`config.mk`:
```
export PLATFORM = sky130hd
export DESIGN_NAME = jtag_reg_access
export DESIGN_NICKNAME = d
export VERILOG_FILES = /design/src/rtl/jtag_reg_access_pkg.sv /design/src/rtl/jrab_chain_sel.sv /design/src/rtl/jrab_access_reg.sv /design/src/rtl/jrab_bypass.sv /design/src/rtl/jtag_reg_access.sv
export SDC_FILE = /design/constraint.sdc
export NUM_CORES = 1
export LEC_CHECK = 0
export ABC_CLOCK_PERIOD_IN_PS = 2900
export BUFFER_PORTS_ARGS = -buffer_cell sky130_fd_sc_hd__buf_4
export CAP_MARGIN = 40
export CORE_ASPECT_RATIO = 1.5
export CORE_UTILIZATION = 46
export CTS_CLUSTER_DIAMETER = 30
export DETAILED_ROUTE_END_ITERATION = 12
export MAX_ROUTING_LAYER = met4
export PLACE_DENSITY = 0.67
export SYNTH_ARGS = -nofsm -noshare
export SYNTH_HDL_FRONTEND = slang
export SYNTH_SLANG_ARGS = --single-unit
```
`constraint.sdc`:
```
create_clock -name tck_i -period 2.9 [get_ports tck_i]
set_input_delay 0.29 -clock tck_i [delete_from_list [all_inputs] [get_ports tck_i]]
set_output_delay 0.29 -clock tck_i [all_outputs]
set_load 0.1 [all_outputs]
```
`src/rtl/jtag_reg_access_pkg.sv`:
```
package jtag_reg_access_pkg;
  localparam int unsigned IR_W      = 4;
  localparam int unsigned CHAIN_W   = 5;
  localparam int unsigned DATA_W    = 32;
  localparam int unsigned ADDR_W    = 7;
  localparam logic [IR_W-1:0] SEL_CODE = 4'h2;
  localparam logic [IR_W-1:0] ACC_CODE = 4'hC;

  typedef enum logic [1:0] {
    SRC_BYP = 2'd0,
    SRC_SEL = 2'd1,
    SRC_ACC = 2'd2
  } tdo_src_e;
endpackage

```
`src/rtl/jrab_chain_sel.sv`:
```
module jrab_chain_sel #(
  parameter int unsigned CHAIN_W = 5
) (
  input  logic               tck_i,
  input  logic               rst_ni,
  input  logic               en_i,
  input  logic               capture_i,
  input  logic               shift_i,
  input  logic               update_i,
  input  logic               tdi_i,
  output logic               tdo_o,
  output logic [CHAIN_W-1:0] chain_o
);
  logic [CHAIN_W-1:0] sh_q, chain_q;

  always_ff @(posedge tck_i or negedge rst_ni) begin
    if (!rst_ni) begin
      sh_q    <= '0;
      chain_q <= '1;
    end else if (en_i) begin
      if (capture_i)     sh_q    <= chain_q;
      else if (shift_i)  sh_q    <= {tdi_i, sh_q[CHAIN_W-1:1]};
      else if (update_i) chain_q <= sh_q;
    end
  end

  assign tdo_o   = sh_q[0];
  assign chain_o = chain_q;
endmodule

```
`src/rtl/jrab_access_reg.sv`:
```
module jrab_access_reg #(
  parameter int unsigned DATA_W = 32,
  parameter int unsigned ADDR_W = 7
) (
  input  logic              tck_i,
  input  logic              rst_ni,
  input  logic              en_i,
  input  logic              capture_i,
  input  logic              shift_i,
  input  logic              update_i,
  input  logic              tdi_i,
  output logic              tdo_o,
  output logic [ADDR_W-1:0] bus_addr_o,
  output logic [DATA_W-1:0] bus_wdata_o,
  output logic              bus_we_o,
  output logic              bus_re_o,
  input  logic [DATA_W-1:0] bus_rdata_i
);
  localparam int unsigned LEN   = DATA_W + ADDR_W + 1;
  localparam int unsigned A_LSB = DATA_W;
  localparam int unsigned WR_B  = LEN - 1;

  logic [LEN-1:0]    sh_q;
  logic [ADDR_W-1:0] addr_q;
  logic [DATA_W-1:0] wdata_q, hold_q, hold_nx;
  logic              we_q, re_q;

  // read data is taken while the strobe is high; capture may see it the same edge
  assign hold_nx = re_q ? bus_rdata_i : hold_q;

  always_ff @(posedge tck_i or negedge rst_ni) begin
    if (!rst_ni) begin
      sh_q    <= '0;
      addr_q  <= '0;
      wdata_q <= '0;
      hold_q  <= '0;
      we_q    <= 1'b0;
      re_q    <= 1'b0;
    end else begin
      we_q   <= 1'b0;
      re_q   <= 1'b0;
      hold_q <= hold_nx;
      if (en_i) begin
        if (capture_i) begin
          sh_q <= {{(ADDR_W+1){1'b0}}, hold_nx};
        end else if (shift_i) begin
          sh_q <= {tdi_i, sh_q[LEN-1:1]};
        end else if (update_i) begin
          addr_q <= sh_q[A_LSB +: ADDR_W];
          if (sh_q[WR_B]) begin
            wdata_q <= sh_q[DATA_W-1:0];
            we_q    <= 1'b1;
          end else begin
            re_q    <= 1'b1;
          end
        end
      end
    end
  end

  assign tdo_o       = sh_q[0];
  assign bus_addr_o  = addr_q;
  assign bus_wdata_o = wdata_q;
  assign bus_we_o    = we_q;
  assign bus_re_o    = re_q;
endmodule

```
`src/rtl/jrab_bypass.sv`:
```
module jrab_bypass (
  input  logic tck_i,
  input  logic rst_ni,
  input  logic en_i,
  input  logic capture_i,
  input  logic shift_i,
  input  logic tdi_i,
  output logic tdo_o
);
  logic byp_q;

  always_ff @(posedge tck_i or negedge rst_ni) begin
    if (!rst_ni)                 byp_q <= 1'b0;
    else if (en_i && capture_i)  byp_q <= 1'b0;
    else if (en_i && shift_i)    byp_q <= tdi_i;
  end

  assign tdo_o = byp_q;
endmodule

```
`src/rtl/jtag_reg_access.sv`:
```
module jtag_reg_access
  import jtag_reg_access_pkg::*;
#(
  parameter int unsigned          P_IR_W    = IR_W,
  parameter int unsigned          P_CHAIN_W = CHAIN_W,
  parameter int unsigned          P_DATA_W  = DATA_W,
  parameter int unsigned          P_ADDR_W  = ADDR_W,
  parameter logic [P_IR_W-1:0]    P_SEL     = SEL_CODE,
  parameter logic [P_IR_W-1:0]    P_ACC     = ACC_CODE,
  parameter logic [P_CHAIN_W-1:0] P_CHAIN   = '0
) (
  input  logic                tck_i,
  input  logic                rst_ni,
  input  logic                tdi_i,
  input  logic [P_IR_W-1:0]   ir_i,
  input  logic                capture_dr_i,
  input  logic                shift_dr_i,
  input  logic                update_dr_i,
  output logic                tdo_o,
  output logic [P_ADDR_W-1:0] bus_addr_o,
  output logic [P_DATA_W-1:0] bus_wdata_o,
  output logic                bus_we_o,
  output logic                bus_re_o,
  input  logic [P_DATA_W-1:0] bus_rdata_i
);
  logic [P_CHAIN_W-1:0] chain;
  logic                 sel_en, acc_en, byp_en;
  logic                 sel_tdo, acc_tdo, byp_tdo;
  tdo_src_e             src;

  assign sel_en = (ir_i == P_SEL);
  assign acc_en = (ir_i == P_ACC) && (chain == P_CHAIN);
  assign byp_en = !sel_en && !acc_en;

  jrab_chain_sel #(.CHAIN_W(P_CHAIN_W)) i_sel (
    .tck_i, .rst_ni, .en_i(sel_en),
    .capture_i(capture_dr_i), .shift_i(shift_dr_i), .update_i(update_dr_i),
    .tdi_i, .tdo_o(sel_tdo), .chain_o(chain)
  );

  jrab_access_reg #(.DATA_W(P_DATA_W), .ADDR_W(P_ADDR_W)) i_acc (
    .tck_i, .rst_ni, .en_i(acc_en),
    .capture_i(capture_dr_i), .shift_i(shift_dr_i), .update_i(update_dr_i),
    .tdi_i, .tdo_o(acc_tdo),
    .bus_addr_o, .bus_wdata_o, .bus_we_o, .bus_re_o, .bus_rdata_i
  );

  jrab_bypass i_byp (
    .tck_i, .rst_ni, .en_i(byp_en),
    .capture_i(capture_dr_i), .shift_i(shift_dr_i),
    .tdi_i, .tdo_o(byp_tdo)
  );

  always_comb begin
    if (acc_en)      src = SRC_ACC;
    else if (sel_en) src = SRC_SEL;
    else             src = SRC_BYP;
  end

  always_comb begin
    unique case (src)
      SRC_ACC: tdo_o = acc_tdo;
      SRC_SEL: tdo_o = sel_tdo;
      default: tdo_o = byp_tdo;
    endcase
  end
endmodule

```
# == After elaboration in Yosys (flattened, before gate mapping) ==
# Cells that the tools add are included.
# word_totals
ff_bits,124
inputBits,42
out_inout_bits,42
elab_cells,49
# op_classes
eq_ne,4
n_mux,20
n_bitwise,2
n_reduce_logical,14
# op_table
cell,count
$mux W40,2
$mux W32,1
$mux W1,13
$mux W5,2
$reduce_and A4 Y1,2
$logic_not A5 Y1,1
$reduce_and A5 Y1,1
$eq A4 B2 Y1 const B,1
$eq A4 B4 Y1 const B,1
$logic_and A1 B1 Y1,4
$reduce_and A2 Y1,2
$reduce_bool A2 Y1,2
$eq A2 B1 Y1 const B,1
$eq A2 B2 Y1 const B,1
$logic_not A1 Y1,2
$mux W2,1
$not A1 Y1,2
$pmux W1 S2,1

# == Logic depth before layout (Yosys ltp) ==
# Gate-level depths: netlist (run 1).
# depth
depth_word,7
depth_mapped,8
depth_no_buf,4

# == Hierarchy ==
# From an unflattened synthesis (run 1), not the netlist that was laid out.
# unflattened
cells_unflattened,380
hier_area_um2,5104.9
# modules_own_cells
mod,n_inst,cells_each,area_each_um2,seq_area_each_um2
jrab_access_reg,1,330,4499.3,2827.7
jrab_chain_sel,1,39,480.5,256.5
jtag_reg_access,1,7,78.8,0.0
jrab_bypass,1,4,46.3,25.0

# == Least setup slack after synthesis (run 1) ==
# OpenSTA, ideal clock, no wires.
# synth_timing
path_kind,register to output
from,reg i_sel.chain_q[0] (netlist: i_sel.chain_o[0])
to,out tdo_o
arrival_ns,2.043
required_ns,2.610
path_slack_ns,0.567
path_stages_with_launch,4
n_path_buf,0
path_cell_list,dfstp_2 or4b_4 nor3_1 a221o_1
# synth_via
elab_chain_len,5
word_cells_on_any_way,6
cone_classes,eq/ne (2); mux (2); reduce/logical (2)
# synth_rtl
element,line_no,text
"start, declared",jrab_chain_sel.sv:14,"logic [CHAIN_W-1:0] sh_q, chain_q;"
"start signal, assigned",jrab_chain_sel.sv:23,else if (update_i) chain_q <= sh_q;
$logic_not A5 Y1 *,jtag_reg_access.sv:32,assign acc_en = (ir_i == P_ACC) && (chain == P_CHAIN);
$logic_and A1 B1 Y1 *,jtag_reg_access.sv:32,
$mux W2 *,jtag_reg_access.sv:55,if (acc_en) src = SRC_ACC;
$eq A2 B1 Y1 or $eq A2 B2 Y1 (tied branches),jtag_reg_access.sv:61,unique case (src)
$pmux W1 S2 *,jtag_reg_access.sv:61,
"end, declared",jtag_reg_access.sv:19,"output logic tdo_o,"
# Mark *: on every way between the ends. The rest lies on a longest branch, timed or not.

# == Final worst setup path (run 1) ==
# Same ends and word-level chain as after synthesis.

==> results.md, run 1 <==
- Initial antenna violation count: 0
- Routed vias/inst: 5.05
- Hold Violations, Final: 0
- Vias in the first global route: ~3,200
- Starting Density: 47.4%
- DR vias: 3,140
- Sequential power share: 44.0%
- Mapped Cells: 376
- Clock Power Share: 48.1%
- Hold slack: 0.130 ns
- Total Power: 4380 uW
- Register area share after synthesis: between 60 and 70%
- Post-DP Area: 5810 um^2
- CTS tree: done
- Avg Inst Size Synth: 13.3 um^2
- Yosys top cell by area: dfrtp_1
- Chip width: 87.3 um
- Post-layout min period: 2.64 ns
- Routed Antenna Nets: 0
- Share of layout cells above drive strength 1: 43.5%
- Die area: ~11,000 um^2
- Setup CP Type: register to output pin
- Worst Skew: 0.0110 ns
- HPWL Detailed: 6400 um
- Total core area: 10,600 um^2
- First-pass GRT wire length: 15,900 um
- Max_slew headroom: 49.7%
- Largest net degree at the start of global routing: 56
- Ant. Diodes: 0
- Max Root-Sink Buffers: 2
- Syn nets: ~420
- Initial DRC Count: roughly 120
- Comb power frac: 7.9%
- Crit path capture type: output pin
- Clock Tree Root: clkbuf_16
- Area grow syn2layout: 28.1%
- Post-synth cell types: 29
- Number of CTS-inserted buffers: 17
- Sw power: 1020 uW
- Seq cells post-synth: 124
- Worst VDD drop: roughly 0.43 mV
- Gr usage total: 19.3%
- Global route overflow: 0
- Worst-path clk slew: 0.06 ns
- Drt first pass iters: 4
- Layout net count: 507
- Worst-skew pair later-pin latency: 0.41 ns
- Reported leakage power: 0.00318 uW
- Asr flop ratio synth: 100%
- Crit path max fanout: 5
- Post-synth EDFFs: 0
- Internal Power: 3360 uW
- DRC viols: 0
- Post-route cell area: about 6400 um^2
- Status: completed
- Worst slew pin tran: 0.743 ns
- Required time worst endpoint: 2.61 ns
- Min-delay worst type: input pin to register
- Setup Viol. Count Final: 0
- Ranking of synthesized cells by instance count: 119 x dfrtp_1, 76 x mux2_2, 51 x nand2_1
- Final WL: 9460 um
- CP Launch Type: register
- WL/cell: 15.2 um
- Core Util, Final: between 60% and 70%
- IO buf count: 83
- Share of the synthesized area in the top cell type: 59.4%
- CP arrival: 2.35 ns
- Tcrit/Tclk final: 91.0%
- Placer Congestion: around 0.83
- Switch share: 23.2%
- Synth area leaders: dfrtp_1 59%, mux2_2 17%, mux2i_1 7.2%, nand2_1 3.8%, o21ai_0 3.5%
- Max cap viols: 0
- Clock sinks: 124
- Most frequent cell after synthesis: dfrtp_1
- Warnings from Yosys: 0
- Fin. max-slew vios: 0
- RSZ-0062 raised after global routing: false
- Top FF cell, synth: dfrtp_1
- Chip Height: 130 um
- # rows: 46
- Synth Cell Area: 5010 um^2
- Power per cell area: roughly 680 nW/um^2
- Fmax: between 300 and 400 MHz
- H-tree depth: 4
- Setup TNS: 0 ns
- Ports: 84
[through the flow]
stage / std cells / setup WS (ns)
finish: 622 / 0.262
detailed placement: 589 / 0.542
floorplan: 376 / 0.567
CTS: 622 / 0.241
global route: 622 / 0.191
global placement: 589 / 0.556
[area by class of cell]
type                            count  area, um^2
Clock buffer                       20         467
Fill cell                         917        4170
Inverter                            1        3.75
Sequential cell                   124        3110
Multi-Input combinational cell    229        1810
Timing Repair Buffer               92         718
Clock inverter                     12         136
Tap cell                          144         180
[critical path, stage by stage, from the launching register on]
cell and delay (ns):
dfstp_2 0.37, or4b_4 0.57, nor3_1 0.38, nor3b_1 0.09, a221o_1 0.29, buf_4 0.23
[placed cells by master (no fill, tap or decap), types with 2 or more instances in the layout]
master / n
dfrtp_1: 119
buf_4: 89
mux2_2: 76
nand2_1: 51
mux2i_1: 36
o21ai_0: 35
clkbuf_16: 17
o21ai_1: 10
dfstp_2: 5
inv_6: 3
clkinvlp_4: 3
clkbuf_8: 3
nand2b_1: 2
nor3_1: 2
nor3b_1: 2
bufinv_16: 2
clkinv_2: 2
clkinv_4: 2
buf_12: 2
[state kept, by name, summed over array words and instances, names as in the netlist]
signal,flops
i_acc.bus_we_o,1
i_sel.sh_q,5
i_acc.sh_q,40
i_sel.chain_o,5
i_byp.tdo_o,1
i_acc.bus_wdata_o,32
i_acc.bus_re_o,1
i_acc.hold_q,32
i_acc.bus_addr_o,7
[layer usage]
metal  vias to the layer above  part of all wire, %  wire length (um)  track usage [%]
met5                         -                    0                 0                -
met4                         0                  1.7               157             8.68
met3                        12                  3.3               316             4.74
met2                        55                   54              5090             31.1
met1                      1574                   41              3900             22.8
li1                       1499                    -                 -                -
[kinds of logic after synthesis]
kind of cell | after synthesis | synth area share, %
buffers and inverters | 23 | 2.15
flip-flops | 124 | 62.0
multiplexers | 114 | 24.8
AO/OA/AOI/OAI | 47 | 4.79
AND/OR/NAND/NOR | 68 | 6.29
[repair_timing]
action	CTS	global route
setup buffers	0	0
gates resized for setup	0	0
endpoints found under the setup margin	0	0
hold endpoints to repair	30	0
hold buffers	1	0
[power groups by stage]
stage	clock network (uW)	registers, uW	logic, uW
after floorplan	0	1960	200
after CTS	2150	1930	355
after global routing	2220	1940	389
final	2110	1930	346
after global placement	0	1950	341
after detailed placement	0	1960	352
[final timing paths]
kind | start | to | slack [ns] | cells past startpoint
max | i_sel.chain_o[0] | tdo_o | 0.26 | 5
min | bus_rdata_i[28] | i_acc.hold_q[28] | 0.13 | 2
max reg2reg | i_sel.chain_o[0] | i_acc.sh_q[39] | 0.58 | 4
min reg2reg | i_acc.sh_q[39] | i_acc.bus_re_o | 0.49 | 1
max in group asynchronous | rst_ni | i_acc.sh_q[12] | 1.70 | 3
min in group asynchronous | rst_ni | i_sel.sh_q[0] | 0.38 | 2
Note: power is estimated with default switching activity, not from simulation.
==> run 2: changes to the inputs <==
--- a/config.mk
+++ b/config.mk
@@ -5,15 +5,16 @@
 export SDC_FILE = /design/constraint.sdc
 export NUM_CORES = 1
 export LEC_CHECK = 0
+export ABC_AREA = 1
 export ABC_CLOCK_PERIOD_IN_PS = 2900
 export BUFFER_PORTS_ARGS = -buffer_cell sky130_fd_sc_hd__buf_4
 export CAP_MARGIN = 40
 export CORE_ASPECT_RATIO = 1.5
-export CORE_UTILIZATION = 46
+export CORE_UTILIZATION = 56
 export CTS_CLUSTER_DIAMETER = 30
 export DETAILED_ROUTE_END_ITERATION = 12
 export MAX_ROUTING_LAYER = met4
-export PLACE_DENSITY = 0.67
+export PLACE_DENSITY = 0.79
 export SYNTH_ARGS = -nofsm -noshare
 export SYNTH_HDL_FRONTEND = slang
 export SYNTH_SLANG_ARGS = --single-unit
==> run 2 against run 1 <==
  * Register-to-register slack better by 0.08 ns
  * Wire length is 11% higher
  * Combinational power is 36% lower
  * Highest routed layer unchanged
  * Critical path depth is 1 higher
  * Die area is 13% lower
  * Via count is 27% higher
  * Largest cell class unchanged
  * Core utilization is 9.7 points higher
  * Sequential power is 6% lower
  * Critical endpoint is now i_acc.sh_q[24]
  * Count of clock-buffer cells in the layout is 3 higher
==> results.md, run 2 <==
- Layout Cells excl Fill: 786 (+26%)
- Crit path capture type: register
- First-pass GRT wire length: 17,600 um (+11%)
- Crit path max fanout: 64 (+59)
- Combinational family with the most area after synthesis: compound AO/OA/AOI/OAI gates
- CP bufs+invs: 1 (unchanged)
- Placer Congestion: 0.781 (-6.5%)
- Most frequent cell after synthesis: nand2_1
- Reported leakage power: 0.00337 uW (+5.9%)
- Xor and xnor area share after synthesis: 0% (unchanged)
- Fin. max-slew vios: 0 (unchanged)
- Max_slew headroom: 48.5% (-1.2 points)
- Clock Power Share: 49.6% (+1.5 points)
- Required time worst endpoint: 3.19 ns (+0.58 ns)
- Avg Inst Size Synth: 9.00 um^2 (-33%)
- Share of the synthesized area in the top cell type: 56.5% (-2.8 points)
- WL/cell: 13.3 um (-12%)
- Worst VDD drop: 0.506 mV (+18%)
- Most frequent cells in the layout: 169 x nand2_1, 118 x dfrtp_1, 100 x o21ai_0, 85 x buf_4, 79 x inv_1
- Worst slew pin tran: 0.772 ns (+0.0284 ns)
- Synth area leaders: dfrtp_1 57%, nand2_1 12%, o21ai_0 9.5%, inv_1 5.6%, o21ai_2 3.8%
- CTS tree: done
- Total core area: 9200 um^2 (-13%)
- Switch share: 21.4% (-1.8 points)
- Area grow syn2layout: 22.9%
- Worst-skew pair later-pin latency: 0.41 ns (about the same)
- CP cell instances: nor2_1 > nand3_1 > nor2_4 > nand2_2 > clkinv_2 > o21ai_0
- Tcrit/Tclk final: 77.2% (-14 points)
- Chip Height: 121 um (-7.0%)
- Ports: 84 (unchanged)
- Setup Viol. Count Final: 0 (unchanged)
- H-tree depth: 4 (unchanged)
- Fmax: 447 MHz (+18%)
- Max Used Layer: met4
- DRC viols: 0 (unchanged)
- Worst Skew: 0.00979 ns (-0.00121 ns)
- Max reg flops: 40 (unchanged)
- Worst-path clk slew: 0.05 ns (about the same)
- Met2 WL: 5660 um (+11%)
- CP arrival: 2.53 ns (+0.18 ns)
- Cells after DPL: 754 (+28%)
- Largest register by flop count: i_acc.sh_q
- Seq cells post-synth: 124 (unchanged)
- Sequential power share: 45.0% (+1.0 points)
- Max cap viols: 0 (unchanged)
- Simple-gate share of the synthesized area: 15.3% (+9.0 points)
- Starting Density: 57.2% (+9.9 points)
- Die area: 9800 um^2 (-13%)
- Yosys top cell by area: dfrtp_1
- IO buf count: 83 (unchanged)
- FF-to-FF Start: i_sel.chain_o[1]
- Chip width: 81.2 um (-7.0%)
- Layout net count: 703 (+39%)
- Global route overflow: 0 (unchanged)
- Ant. Diodes: 0 (unchanged)
- Syn nets: 627 (+50%)
- Family with the most delay on the worst path: buffers and inverters
- R2R Path End: i_acc.sh_q[24]
- Comb power frac: 5.5% (-2.4 points)
- Routed vias/inst: 5.09 (+0.81%)
- Clock sinks: 124 (unchanged)
- Hold Violations, Final: 0 (unchanged)
- Most common cell after layout, fill and taps aside: nand2_1
- Post-synth EDFFs: 0 (unchanged)
- Final WL: 10,500 um (+11%)
- Setup TNS: 0 ns (unchanged)
- Asr flop ratio synth: 100% (unchanged)
- Initial DRC Count: 232 (+100%)
- Postcts setup bufs: 0 (unchanged)
- Post-cts resize count: 0 (unchanged)
- Core Util, Final: 70.3% (+9.7 points)
- Ranking of synthesized cells by instance count: 169 x nand2_1, 119 x dfrtp_1, 100 x o21ai_0
- Clock Tree Root: clkbuf_16
- Post-route cell area: 6470 um^2 (+0.76%)
- Warnings from Yosys: 0 (unchanged)
- CP max-delay cell: clkinv_2
- Hold bufs inserted after CTS: 0 (-1)
- Setup CP Type: register to register
- DR vias: 4,000 (+27%)
- Sw power: 863 uW (-15%)
- Drt first pass iters: 6 (+2)
- WL met3: 448 um (+42%)
- Slack of the worst reg-to-reg path: 0.66 ns (+0.08 ns)
- Number of CTS-inserted buffers: 17 (unchanged)
- Power per cell area: 622 nW/um^2 (-8.7%)
- Gr usage total: 24.7% (+5.4 points)
- Post-synth cell types: 25 (-14%)
- Largest net degree at the start of global routing: 69 (+23%)
- CP Launch Type: register
- HPWL Detailed: 6880 um (+7.5%)
- Min-delay worst type: input pin to async pin
- Share of layout cells above drive strength 1: 22.4% (-21 points)
- Adder-cell area share of the yosys netlist: 0% (unchanged)
- Post-layout min period: 2.24 ns (-0.400 ns)
- # rows: 43 (-6.5%)
- Top FF cell, synth: dfrtp_1
- Vias in the first global route: 3,978 (+23%)
- Initial antenna violation count: 0 (unchanged)
- Met1 WL: 4180 um (+7.4%)
- Status: completed
- Routed Antenna Nets: 0 (unchanged)
- RSZ-0062 raised after global routing: false
- Post-DP Area: 5910 um^2 (+1.7%)
- Max Root-Sink Buffers: 2 (unchanged)
- Internal Power: 3160 uW (-5.8%)
- Compound-Gate Fraction of Synth Area: 16.4% (+12 points)
- Register area share after synthesis: 59.0% (-3.0 points)
- Mapped Cells: 585 (+56%)
- Largest stage delay, worst path: 0.63 ns (+0.06 ns)
- Synth Cell Area: 5270 um^2 (+5.0%)
- Mux contribution to synthesized area: 0% (-25 points)
- R2R cell count: 6 (+2)
-- run 2: worst register-to-register path, stage by stage, from the launching register on --
cell	delay [ns]
dfstp_2	0.55
nor2_1	0.07
nand3_1	0.13
nor2_4	0.09
nand2_2	0.22
clkinv_2	0.63
o21ai_0	0.45
-- run 2: logic make-up after synthesis --
logic type | count (synthesis)
and+or+nand+nor | 198
buffers and inverters | 110
AOI/OAI and AO/OA | 153
DFF | 124
-- run 2: per-layer routing --
metal  track usage [%]  vias up
li1                  -     2000
met1              28.0     1890
met5                 -        -
met3              6.57       17
met2              40.8       93
met4              10.0        0
-- run 2: stage by stage --
step,total power (uW),hold slack (ns),setup WS [ns]
after floorplan,1950,-0.00559,0.544
after detailed placement,2060,0.471,0.425
final,4030,0.0309,0.662
after global placement,2050,0.462,0.548
after global routing,4160,0.0837,0.410
after CTS,4060,0.0522,0.659
-- run 2: worst max path at each step --
stage | start | to | slack, ns | cells after the start
floorplan | ir_i[3] | tdo_o | 0.54 | 3
global placement | capture_dr_i | i_acc.sh_q[28] | 0.55 | 5
detailed placement | capture_dr_i | i_acc.sh_q[9] | 0.42 | 5
CTS | i_sel.chain_o[1] | i_acc.sh_q[24] | 0.66 | 6
global route | i_sel.chain_o[1] | i_acc.sh_q[26] | 0.41 | 6
finish | i_sel.chain_o[1] | i_acc.sh_q[24] | 0.66 | 6
-- run 2: layout make-up --
cell class	count	area, um^2
tap	112	140
inverter	80	302
fill	722	2730
clock inverter	9	95.1
sequential	124	3110
multi-input combinational	351	1670
clock buffer	23	468
timing repair buffer	87	686
-- run 2: power by group through the flow --
stage	clock network (uW)	registers, uW	logic, uW
6_report	2000	1810	220
5_1_grt	2100	1810	251
4_1_cts	2020	1810	223
3_5_place_dp	0	1840	221
3_3_place_gp	0	1840	214
2_1_floorplan	0	1830	118
